===== src/rtl/ldt_pkg.sv =====
package ldt_pkg;
    localparam int ADDR_W = 20;
    localparam int PORT_W = 16;
    localparam int NMEM   = 3;
    localparam int NIO    = 3;
    localparam int CTL_W  = NMEM + NIO;

    localparam logic [ADDR_W-1:0] MEM_LO [NMEM] = '{20'hA0000, 20'hB0000, 20'hB8000};
    localparam logic [ADDR_W-1:0] MEM_HI [NMEM] = '{20'hAFFFF, 20'hB7FFF, 20'hBFFFF};
    localparam logic [PORT_W-1:0] IO_LO  [NIO]  = '{16'h03B0, 16'h03C0, 16'h03D0};
    localparam logic [PORT_W-1:0] IO_HI  [NIO]  = '{16'h03BF, 16'h03CF, 16'h03DF};

    localparam logic [7:0] IDX_CTL   = 8'hB9;
    localparam logic [7:0] IDX_MASK0 = 8'hBA;
    localparam logic [7:0] IDX_STAT0 = 8'hC0;
    localparam logic [7:0] IDX_STAT1 = 8'hC1;
    localparam logic [7:0] IDX_STAT2 = 8'hC2;

    typedef struct packed {
        logic [ADDR_W-1:0] addr;
        logic              is_mem;
        logic              is_wr;
        logic              valid;
    } trap_stat_t;
endpackage


===== src/rtl/ldt_cfg_regs.sv =====
module ldt_cfg_regs
    import ldt_pkg::*;
#(
    parameter int MASK_W = 32
) (
    input  logic              clk,
    input  logic              rst_n,
    input  logic              idx_wr,
    input  logic              dat_wr,
    input  logic [7:0]        wdata,
    output logic [7:0]        idx_q,
    output logic [CTL_W-1:0]  ctl_q,
    output logic [MASK_W-1:0] mask_q,
    output logic              stat_clr
);
    localparam int NBYTES = MASK_W / 8;

    typedef struct packed {
        logic [7:0]        idx;
        logic [CTL_W-1:0]  ctl;
        logic [MASK_W-1:0] mask;
    } cfg_t;

    cfg_t cfg_d, cfg_q;

    always_comb begin
        cfg_d = cfg_q;
        if (idx_wr) begin
            cfg_d.idx = wdata;
        end
        if (dat_wr) begin
            if (cfg_q.idx == IDX_CTL) begin
                cfg_d.ctl = wdata[CTL_W-1:0];
            end
            for (int b = 0; b < NBYTES; b++) begin
                if (cfg_q.idx == 8'(int'(IDX_MASK0) + b)) begin
                    cfg_d.mask[b*8 +: 8] = wdata;
                end
            end
        end
    end

    always_ff @(posedge clk) begin
        if (!rst_n) begin
            cfg_q <= '0;
        end else begin
            cfg_q <= cfg_d;
        end
    end

    assign idx_q    = cfg_q.idx;
    assign ctl_q    = cfg_q.ctl;
    assign mask_q   = cfg_q.mask;
    assign stat_clr = dat_wr && (cfg_q.idx == IDX_STAT2);
endmodule


===== src/rtl/ldt_decode.sv =====
module ldt_decode
    import ldt_pkg::*;
#(
    parameter int MASK_W = 32
) (
    input  logic              acc_valid,
    input  logic              acc_is_mem,
    input  logic [ADDR_W-1:0] acc_addr,
    input  logic [CTL_W-1:0]  ctl_q,
    input  logic [MASK_W-1:0] mask_q,
    output logic              hit
);
    localparam int SW        = $clog2(MASK_W);
    localparam int SLICE_LSB = PORT_W - SW;

    logic [NMEM-1:0] mem_hit;
    logic [NIO-1:0]  io_hit;
    logic [SW-1:0]   slice;
    logic [PORT_W-1:0] port;

    assign slice = acc_addr[SLICE_LSB +: SW];
    assign port  = acc_addr[PORT_W-1:0];

    for (genvar g = 0; g < NMEM; g++) begin : g_mem
        logic inside_win;
        assign inside_win = acc_is_mem && (acc_addr >= MEM_LO[g]) && (acc_addr <= MEM_HI[g]);
        if (g == 0) begin : g_masked
            assign mem_hit[g] = inside_win && ctl_q[g] && !mask_q[slice];
        end else begin : g_plain
            assign mem_hit[g] = inside_win && ctl_q[g];
        end
    end

    for (genvar g = 0; g < NIO; g++) begin : g_io
        assign io_hit[g] = !acc_is_mem && (port >= IO_LO[g]) && (port <= IO_HI[g])
                           && ctl_q[NMEM+g];
    end

    assign hit = acc_valid && ((|mem_hit) || (|io_hit));
endmodule


===== src/rtl/ldt_status.sv =====
module ldt_status
    import ldt_pkg::*;
(
    input  logic              clk,
    input  logic              rst_n,
    input  logic              hit,
    input  logic [ADDR_W-1:0] acc_addr,
    input  logic              acc_is_mem,
    input  logic              acc_write,
    input  logic              clr,
    output trap_stat_t        stat_q,
    output logic              irq_q
);
    typedef struct packed {
        trap_stat_t stat;
        logic       irq;
    } st_t;

    st_t st_d, st_q;

    always_comb begin
        st_d     = st_q;
        st_d.irq = hit;
        if (clr) begin
            st_d.stat.valid = 1'b0;
        end
        if (hit && !st_d.stat.valid) begin
            st_d.stat.addr   = acc_addr;
            st_d.stat.is_mem = acc_is_mem;
            st_d.stat.is_wr  = acc_write;
            st_d.stat.valid  = 1'b1;
        end
    end

    always_ff @(posedge clk) begin
        if (!rst_n) begin
            st_q <= '0;
        end else begin
            st_q <= st_d;
        end
    end

    assign stat_q = st_q.stat;
    assign irq_q  = st_q.irq;
endmodule


===== src/rtl/legacy_disp_trap.sv =====
module legacy_disp_trap
    import ldt_pkg::*;
#(
    parameter int MASK_W = 32
) (
    input  logic              clk,
    input  logic              rst_n,
    input  logic              acc_valid,
    input  logic              acc_is_mem,
    input  logic              acc_write,
    input  logic [ADDR_W-1:0] acc_addr,
    input  logic              cfg_idx_wr,
    input  logic              cfg_dat_wr,
    input  logic [7:0]        cfg_wdata,
    output logic [7:0]        cfg_rdata,
    output logic              trap_irq
);
    localparam int NBYTES = MASK_W / 8;

    logic [7:0]        idx_q;
    logic [CTL_W-1:0]  ctl_q;
    logic [MASK_W-1:0] mask_q;
    logic              stat_clr;
    logic              hit;
    trap_stat_t        stat_q;

    ldt_cfg_regs #(.MASK_W(MASK_W)) u_cfg (
        .clk      (clk),
        .rst_n    (rst_n),
        .idx_wr   (cfg_idx_wr),
        .dat_wr   (cfg_dat_wr),
        .wdata    (cfg_wdata),
        .idx_q    (idx_q),
        .ctl_q    (ctl_q),
        .mask_q   (mask_q),
        .stat_clr (stat_clr)
    );

    ldt_decode #(.MASK_W(MASK_W)) u_dec (
        .acc_valid  (acc_valid),
        .acc_is_mem (acc_is_mem),
        .acc_addr   (acc_addr),
        .ctl_q      (ctl_q),
        .mask_q     (mask_q),
        .hit        (hit)
    );

    ldt_status u_stat (
        .clk        (clk),
        .rst_n      (rst_n),
        .hit        (hit),
        .acc_addr   (acc_addr),
        .acc_is_mem (acc_is_mem),
        .acc_write  (acc_write),
        .clr        (stat_clr),
        .stat_q     (stat_q),
        .irq_q      (trap_irq)
    );

    always_comb begin
        cfg_rdata = 8'h00;
        if (idx_q == IDX_CTL) begin
            cfg_rdata = 8'(ctl_q);
        end
        for (int b = 0; b < NBYTES; b++) begin
            if (idx_q == 8'(int'(IDX_MASK0) + b)) begin
                cfg_rdata = mask_q[b*8 +: 8];
            end
        end
        if (idx_q == IDX_STAT0) begin
            cfg_rdata = stat_q.addr[7:0];
        end
        if (idx_q == IDX_STAT1) begin
            cfg_rdata = stat_q.addr[15:8];
        end
        if (idx_q == IDX_STAT2) begin
            cfg_rdata = {stat_q.valid, stat_q.is_mem, stat_q.is_wr, 1'b0, stat_q.addr[19:16]};
        end
    end
endmodule


===== config.mk =====
export PLATFORM = sky130hd
export DESIGN_NAME = legacy_disp_trap
export DESIGN_NICKNAME = d
export VERILOG_FILES = /design/src/rtl/ldt_pkg.sv /design/src/rtl/ldt_cfg_regs.sv /design/src/rtl/ldt_decode.sv /design/src/rtl/ldt_status.sv /design/src/rtl/legacy_disp_trap.sv
export SDC_FILE = /design/constraint.sdc
export NUM_CORES = 1
export LEC_CHECK = 0
export BUFFER_PORTS_ARGS = -buffer_cell sky130_fd_sc_hd__buf_2
export CAP_MARGIN = 10
export CELL_PAD_IN_SITES_DETAIL_PLACEMENT = 1
export CELL_PAD_IN_SITES_GLOBAL_PLACEMENT = 1
export CORE_MARGIN = 4
export CORE_UTILIZATION = 45
export CTS_CLUSTER_SIZE = 10
export DETAILED_ROUTE_END_ITERATION = 10
export PLACE_DENSITY = 0.89
export SETUP_SLACK_MARGIN = 0.02
export SKIP_CTS_REPAIR_TIMING = 1
export SYNTH_ARGS = -nofsm -noshare
export SYNTH_HDL_FRONTEND = slang
export SYNTH_SLANG_ARGS = --single-unit
export TNS_END_PERCENT = 100

===== constraint.sdc =====
create_clock -name clk -period 2.6 [get_ports clk]
set_input_delay 0.52 -clock clk [delete_from_list [all_inputs] [get_ports clk]]
set_output_delay 0.52 -clock clk [all_outputs]
set_load 0.005 [all_outputs]

# Yosys cells after proc, flatten, opt, wreduce, memory -nomap -nowiden
# Index checks and enable logic that the tools add are counted.
# classes
n_lt_le_gt_ge,13
eq_ne,8
n_mux,12
reduce_logical,33
# ops
operator,n
== test 8 bit (second input constant),8
>= comparator 20 bit (second input constant),3
<= comparator 20 bit (second input constant),3
two-way mux 8 bit,7
>= comparator 16 x 10 -> 1 bit (second input constant),3
<= comparator 16 x 10 -> 1 bit (second input constant),3
logical AND 1 bit,22
AND reduction 2 bit,5
less-than comparator 5 x 6 -> 1 bit (second input constant),1
two-way mux 6 bit,1
OR reduction 3 bit,2
binary-select mux 1 bit (select 5 bit),1
logical NOT 1 bit,3
two-way mux 1 bit,3
logical OR 1 bit,1
# word_totals
reg_bits,70
in_bits,35
out_inout_bits,9
wordCells,77

# Longest topological paths before layout
# logic_depth
ltp_word,10
mapped_depth,9
ltp_nobuf,6

# Modules after synthesis
# Synthesis repeated with hierarchy kept, for this count alone.
# unflattened
hier_cells,407
hier_area_um2,3857.4
# by_module_without_submodules
mod,instances,cells_each,area_each_um2,seq_area_each_um2
ldt_cfg_regs,1,166,1786.7,920.9
ldt_status,1,102,978.4,480.5
legacy_disp_trap,1,99,668.1,0.0
ldt_decode,1,40,424.2,0.0

# Least setup slack after synthesis
# No wires, ideal clock.
# synth_path
kind,input to register
startpoint,in acc_addr[12]
endpoint,reg u_stat.st_q (netlist bit u_stat.stat_q[15])
setup_ps,72
t_arrival_ps,2291
t_required_ps,2528
setup_slack_ps,237
path_stages,8
path_buffers,2
path_cell_list,clkbuf_1 mux4_2 mux2i_1 nor3_1 or3b_4 o22ai_4 buf_12 mux2i_1
# synth_between
elab_chain_cells,9
word_cells_on_any_way,39
# synth_lines
element,line,rtl
"start, declared",legacy_disp_trap.sv:11,"input logic [ADDR_W-1:0] acc_addr,"
>= comparator 20 bit,ldt_decode.sv:26,assign inside_win = acc_is_mem && (acc_addr >= MEM_LO[g]) && (acc_addr <= MEM_HI[g]);
logical AND 1 bit (2 in a row),ldt_decode.sv:26,
logical AND 1 bit (2 in a row),ldt_decode.sv:28,assign mem_hit[g] = inside_win && ctl_q[g] && !mask_q[slice];
OR reduction 3 bit,ldt_decode.sv:39,assign hit = acc_valid && ((|mem_hit) || (|io_hit));
logical OR 1 bit,ldt_decode.sv:39,
logical AND 1 bit,ldt_decode.sv:39,
logical AND 1 bit,ldt_status.sv:27,if (hit && !st_d.stat.valid) begin
"end signal, assigned",ldt_status.sv:39,st_q <= st_d;
"end, declared",ldt_status.sv:19,"st_t st_d, st_q;"
# Several ways; a longest one is shown, not always the timed one. The select of a mux whose other input is x is not followed.
# A chain may end at the register's enable or synchronous reset.

# Worst setup path in the final report
# layout_path
startpoint,reg u_cfg.cfg_q (netlist bit u_cfg.idx_q[1])
endpoint,out cfg_rdata[3]
# layout_between
elab_chain_cells,9
word_cells_on_any_way,16
# layout_lines
element,line,rtl
"start, declared",ldt_cfg_regs.sv:24,"cfg_t cfg_d, cfg_q;"
"start signal, assigned",ldt_cfg_regs.sv:47,cfg_q <= cfg_d;
== test 8 bit,legacy_disp_trap.sv:62,if (idx_q == IDX_CTL) begin
two-way mux 6 bit,legacy_disp_trap.sv:62,
two-way mux 8 bit (4 in a row),legacy_disp_trap.sv:66,if (idx_q == 8'(int'(IDX_MASK0) + b)) begin
two-way mux 8 bit,legacy_disp_trap.sv:70,if (idx_q == IDX_STAT0) begin
two-way mux 8 bit,legacy_disp_trap.sv:73,if (idx_q == IDX_STAT1) begin
two-way mux 8 bit (*),legacy_disp_trap.sv:76,if (idx_q == IDX_STAT2) begin
"end, declared",legacy_disp_trap.sv:15,"output logic [7:0] cfg_rdata,"
# Every way passes the cells marked *; elsewhere a longest branch is shown, timed or not.

==> metrics.md <==
| Metric | Value |
|---|---|
| Outcome | finished with violations |
| Failing checks | setup timing |
| Overall die width | around 100 µm |
| Normalized max-slew margin | about three fifths |
| Leakage | ~0.0016 µW |
| Overall overflow remaining after global route | 0 |
| Buffer and inverter count on the worst path | 1 |
| Final critical delay including setup and external delays | approximately 2600 ps |
| Global-route wire length before repair | between 15 and 20 mm |
| Worst voltage drop across the vdd grid | approximately 0.0004 V |
| Worst-Skew Late Latency | 350 ps |
| Setup clock skew after layout | approximately 9.8 ps |
| Total routing usage reported by global routing | 24.3% |
| Post-synth top cells | 80 x sky130_fd_sc_hd__mux2i_1, 70 x sky130_fd_sc_hd__dfxtp_1, 69 x sky130_fd_sc_hd__nand2_1 |
| Slowest-stage cell, CP | sky130_fd_sc_hd__dfxtp_4 |
| Total power | around 2200 µW |
| Fraction of synthesis flops using an asynchronous set or reset pin | 0% |
| PwrDens | about 490 mW/mm² |
| Die Area | between 0.009 and 0.01 mm² |
| Final setup vio count | 2 |
| Part of the cycle the worst path needs | 101% |
| Detailed placement HPWL | a little under 9 mm |
| Pin count of the biggest net entering global routing | slightly above 60 |
| Total nets after synthesis | 460 |
| Required arrival time at the worst endpoint | roughly 2100 ps |
| Number of top-level design ports | 44 |
| RSZ-0062 raised after global routing | yes |
| TritonCTS clock tree | built |
| FF+latch count, synth | 70 |
| Sequential cell area | 0.00142 mm² |
| Weighted congestion reported at the end of routability-driven placement | approximately 0.89 |
| Vert. Die Dim | 100 µm |
| Effective utilization at floorplan | between 40% and 50% |
| Total number of vias | 3450 |
| Most repeated cell in the gate-level netlist after synthesis | sky130_fd_sc_hd__mux2i_1 |
| Count of flip-flops with a built-in enable after synthesis | 0 |
| Diodes inserted | 0 |
| Clock transition at the registers of the reported paths | 90 ps |
| Number of iterations in the first detailed-routing pass | 5 |
| Clock tree root driver cell | sky130_fd_sc_hd__clkbuf_8 |
| Arrival time of the worst setup path | 2110 ps |
| Slack of the critical path | -34.6 ps |
| Number of DRC violations after detailed-routing iteration 0 | 260 |
| Category of the most critical setup path | reg -> out |
| Syn. warnings | 0 |
| CP max stage delay | approximately 380 ps |
| Antenna violations before repair | 0 |
| Number of distinct library cells after synthesis | 50 |
| Top FF cell, synth | sky130_fd_sc_hd__dfxtp_1 |
| Reported max-cap violation count | 0 |
| Antenna viol nets, final | 0 |
| Number of instances in the synthesized netlist | around 430 |
| Proportion of netlist area held by the largest area contributor | roughly 37% |
| Number of clock sinks seen by CTS | 70 |
| Combined area of the multi-input logic cells | about 0.0023 mm² |
| Sort of element at the end of the critical path | output port |
| Port Buffer Count | 43 |
| Core Box Area | about 0.0082 mm² |
| Critical path, cell by cell | mux2_2, a22oi_2, o221ai_2, a22o_1, a221o_1, buf_2 |
| Clock buffer count from CTS | 9 |
| Maximum clock insertion buffer count | 2 |
| Routed Wire Length | around 12 mm |
| Drt wl/cell | 21.4 µm |
| Share of the yosys chip area belonging to registers | roughly 37% |
| Nets@finish | ~500 |
| Post-detailed-route DRC marker count | 0 |
| Final Max Slew Viols | 0 |
| Maximum frequency from static timing analysis | roughly 380 MHz |
| Signed area change from the synthesized netlist to the final layout | 19.0% |
| Vias/cell | roughly 6.0 |
| Category of cells accounting for the largest share of critical-path delay | compound AO/OA/AOI/OAI gates |
| Number of fill cells in the layout | ~960 |
| Layout cells sized above 1 | between 20% and 30% |
| Largest area contributor in the synthesized netlist | sky130_fd_sc_hd__dfxtp_1 |
| Tightest Hold Check Type | in -> reg |
| Number of global-route vias before repair | about 3500 |
| Netlist Area Pre-Place | 0.00381 mm² |
| Final Hold Vio Count | 0 |
| Crit path max fanout | 3 |
| Clock H-tree levels | 3 |
| Mean cell area of the mapped netlist | between 8 and 9 µm² |
| Critical path startpoint category | flip-flop |
| Total negative slack for setup checks | -36.5 ps |
| Slew at the pin with the worst max-slew slack | around 570 ps |
| Core Rows | 33 |
| Leading cell types by total area after synthesis | sky130_fd_sc_hd__dfxtp_1 37%, sky130_fd_sc_hd__mux2i_1 21%, sky130_fd_sc_hd__nor2b_1 7.1% |
-- registers in the layout, summed over array words and instances, names as in the netlist --
| register | flops |
|---|---|
| u_stat.irq_q | 1 |
| u_cfg.mask_q | 32 |
| u_stat.stat_q | 23 |
| u_cfg.idx_q | 8 |
| u_cfg.ctl_q | 6 |
-- cell usage in the layout, fill, tap and decap left out, types with 6 or more instances in the layout --
| cell | synthesis | layout |
|---|---|---|
| sky130_fd_sc_hd__a21boi_0 | 7 | 6 |
| sky130_fd_sc_hd__a21oi_1 | 8 | 6 |
| sky130_fd_sc_hd__buf_2 | 2 | 43 |
| sky130_fd_sc_hd__buf_4 | 0 | 13 |
| sky130_fd_sc_hd__clkbuf_8 | 0 | 9 |
| sky130_fd_sc_hd__dfxtp_1 | 70 | 64 |
| sky130_fd_sc_hd__mux2_2 | 7 | 7 |
| sky130_fd_sc_hd__mux2i_1 | 80 | 80 |
| sky130_fd_sc_hd__nand2_1 | 69 | 67 |
| sky130_fd_sc_hd__nor2_1 | 16 | 14 |
| sky130_fd_sc_hd__nor2b_1 | 43 | 42 |
| sky130_fd_sc_hd__o21ai_0 | 15 | 12 |
| sky130_fd_sc_hd__o22ai_1 | 12 | 10 |
-- final timing paths --
| path | start | to | slack [ps] | cells past startpoint |
|---|---|---|---|---|
| worst max register to register | u_cfg.idx_q[5] | u_stat.stat_q[7] | 280 | 8 |
| worst min register to register | u_stat.stat_q[20] | u_stat.stat_q[20] | 470 | 2 |
| worst max-delay path | u_cfg.idx_q[1] | cfg_rdata[3] | -30 | 6 |
| worst min-delay path | acc_addr[0] | u_stat.stat_q[3] | 400 | 3 |
-- per-layer routing --
metal | share of wire, % | up-vias | global-route usage [%] | routed length, µm
li1 | - | 1600 | - | -
met1 | 44 | 1695 | 32.6 | 5390
met2 | 48 | 119 | 39.7 | 5890
met3 | 5.5 | 36 | 3.96 | 676
met4 | 3.1 | 0 | 8.61 | 388
met5 | 0 | - | 0 | 0
-- final cells by class --
class | instances | share of cell area, %
inverters | 3 | 0.331
flip-flops and latches | 70 | 31.3
clock inverters | 6 | 1.55
clock buffers | 10 | 2.82
repair buffers | 63 | 9.72
well taps | 105 | 2.90
multi-input cells | 321 | 51.4
-- logic make-up (layout without fill, tap and decap cells) --
logic type,after synthesis,count (layout),synth area share [%]
AO/OA/AOI/OAI,74,74,13.6
buffers and inverters,34,82,4.47
multiplexers,89,89,24.3
AND/OR/NAND/NOR,158,158,20.8
flip-flops,70,70,36.8
-- per-stage QoR --
step / setup WS (ps) / cell area (µm²) / hold WS, ps / utilization [%] / instances
2_1_floorplan: 237 / 3810 / 432 / - / 425
3_3_place_gp: 97.5 / 4110 / 441 / 50.0 / 552
3_5_place_dp: 8.70 / 4110 / 453 / 50.0 / 552
4_1_cts: -235 / 4300 / 400 / 52.4 / 568
5_1_grt: -151 / 4530 / 433 / 55.1 / 578
6_report: -34.6 / 4530 / 403 / 55.1 / 578
-- where the power goes --
| group | internal [µW] | switching, µW | total [µW] |
|---|---|---|---|
| clock network | 450 | 455 | 905 |
| registers | 1080 | 10.6 | 1090 |
| logic | 96.8 | 132 | 229 |
| total | 1620 | 597 | 2220 |
-- worst min-delay path, cell delays in order --
cell	delay [ps]
sky130_fd_sc_hd__buf_2	90
sky130_fd_sc_hd__nand2_1	40
sky130_fd_sc_hd__mux2i_1	50
Note: power is estimated with default switching activity, not from simulation.
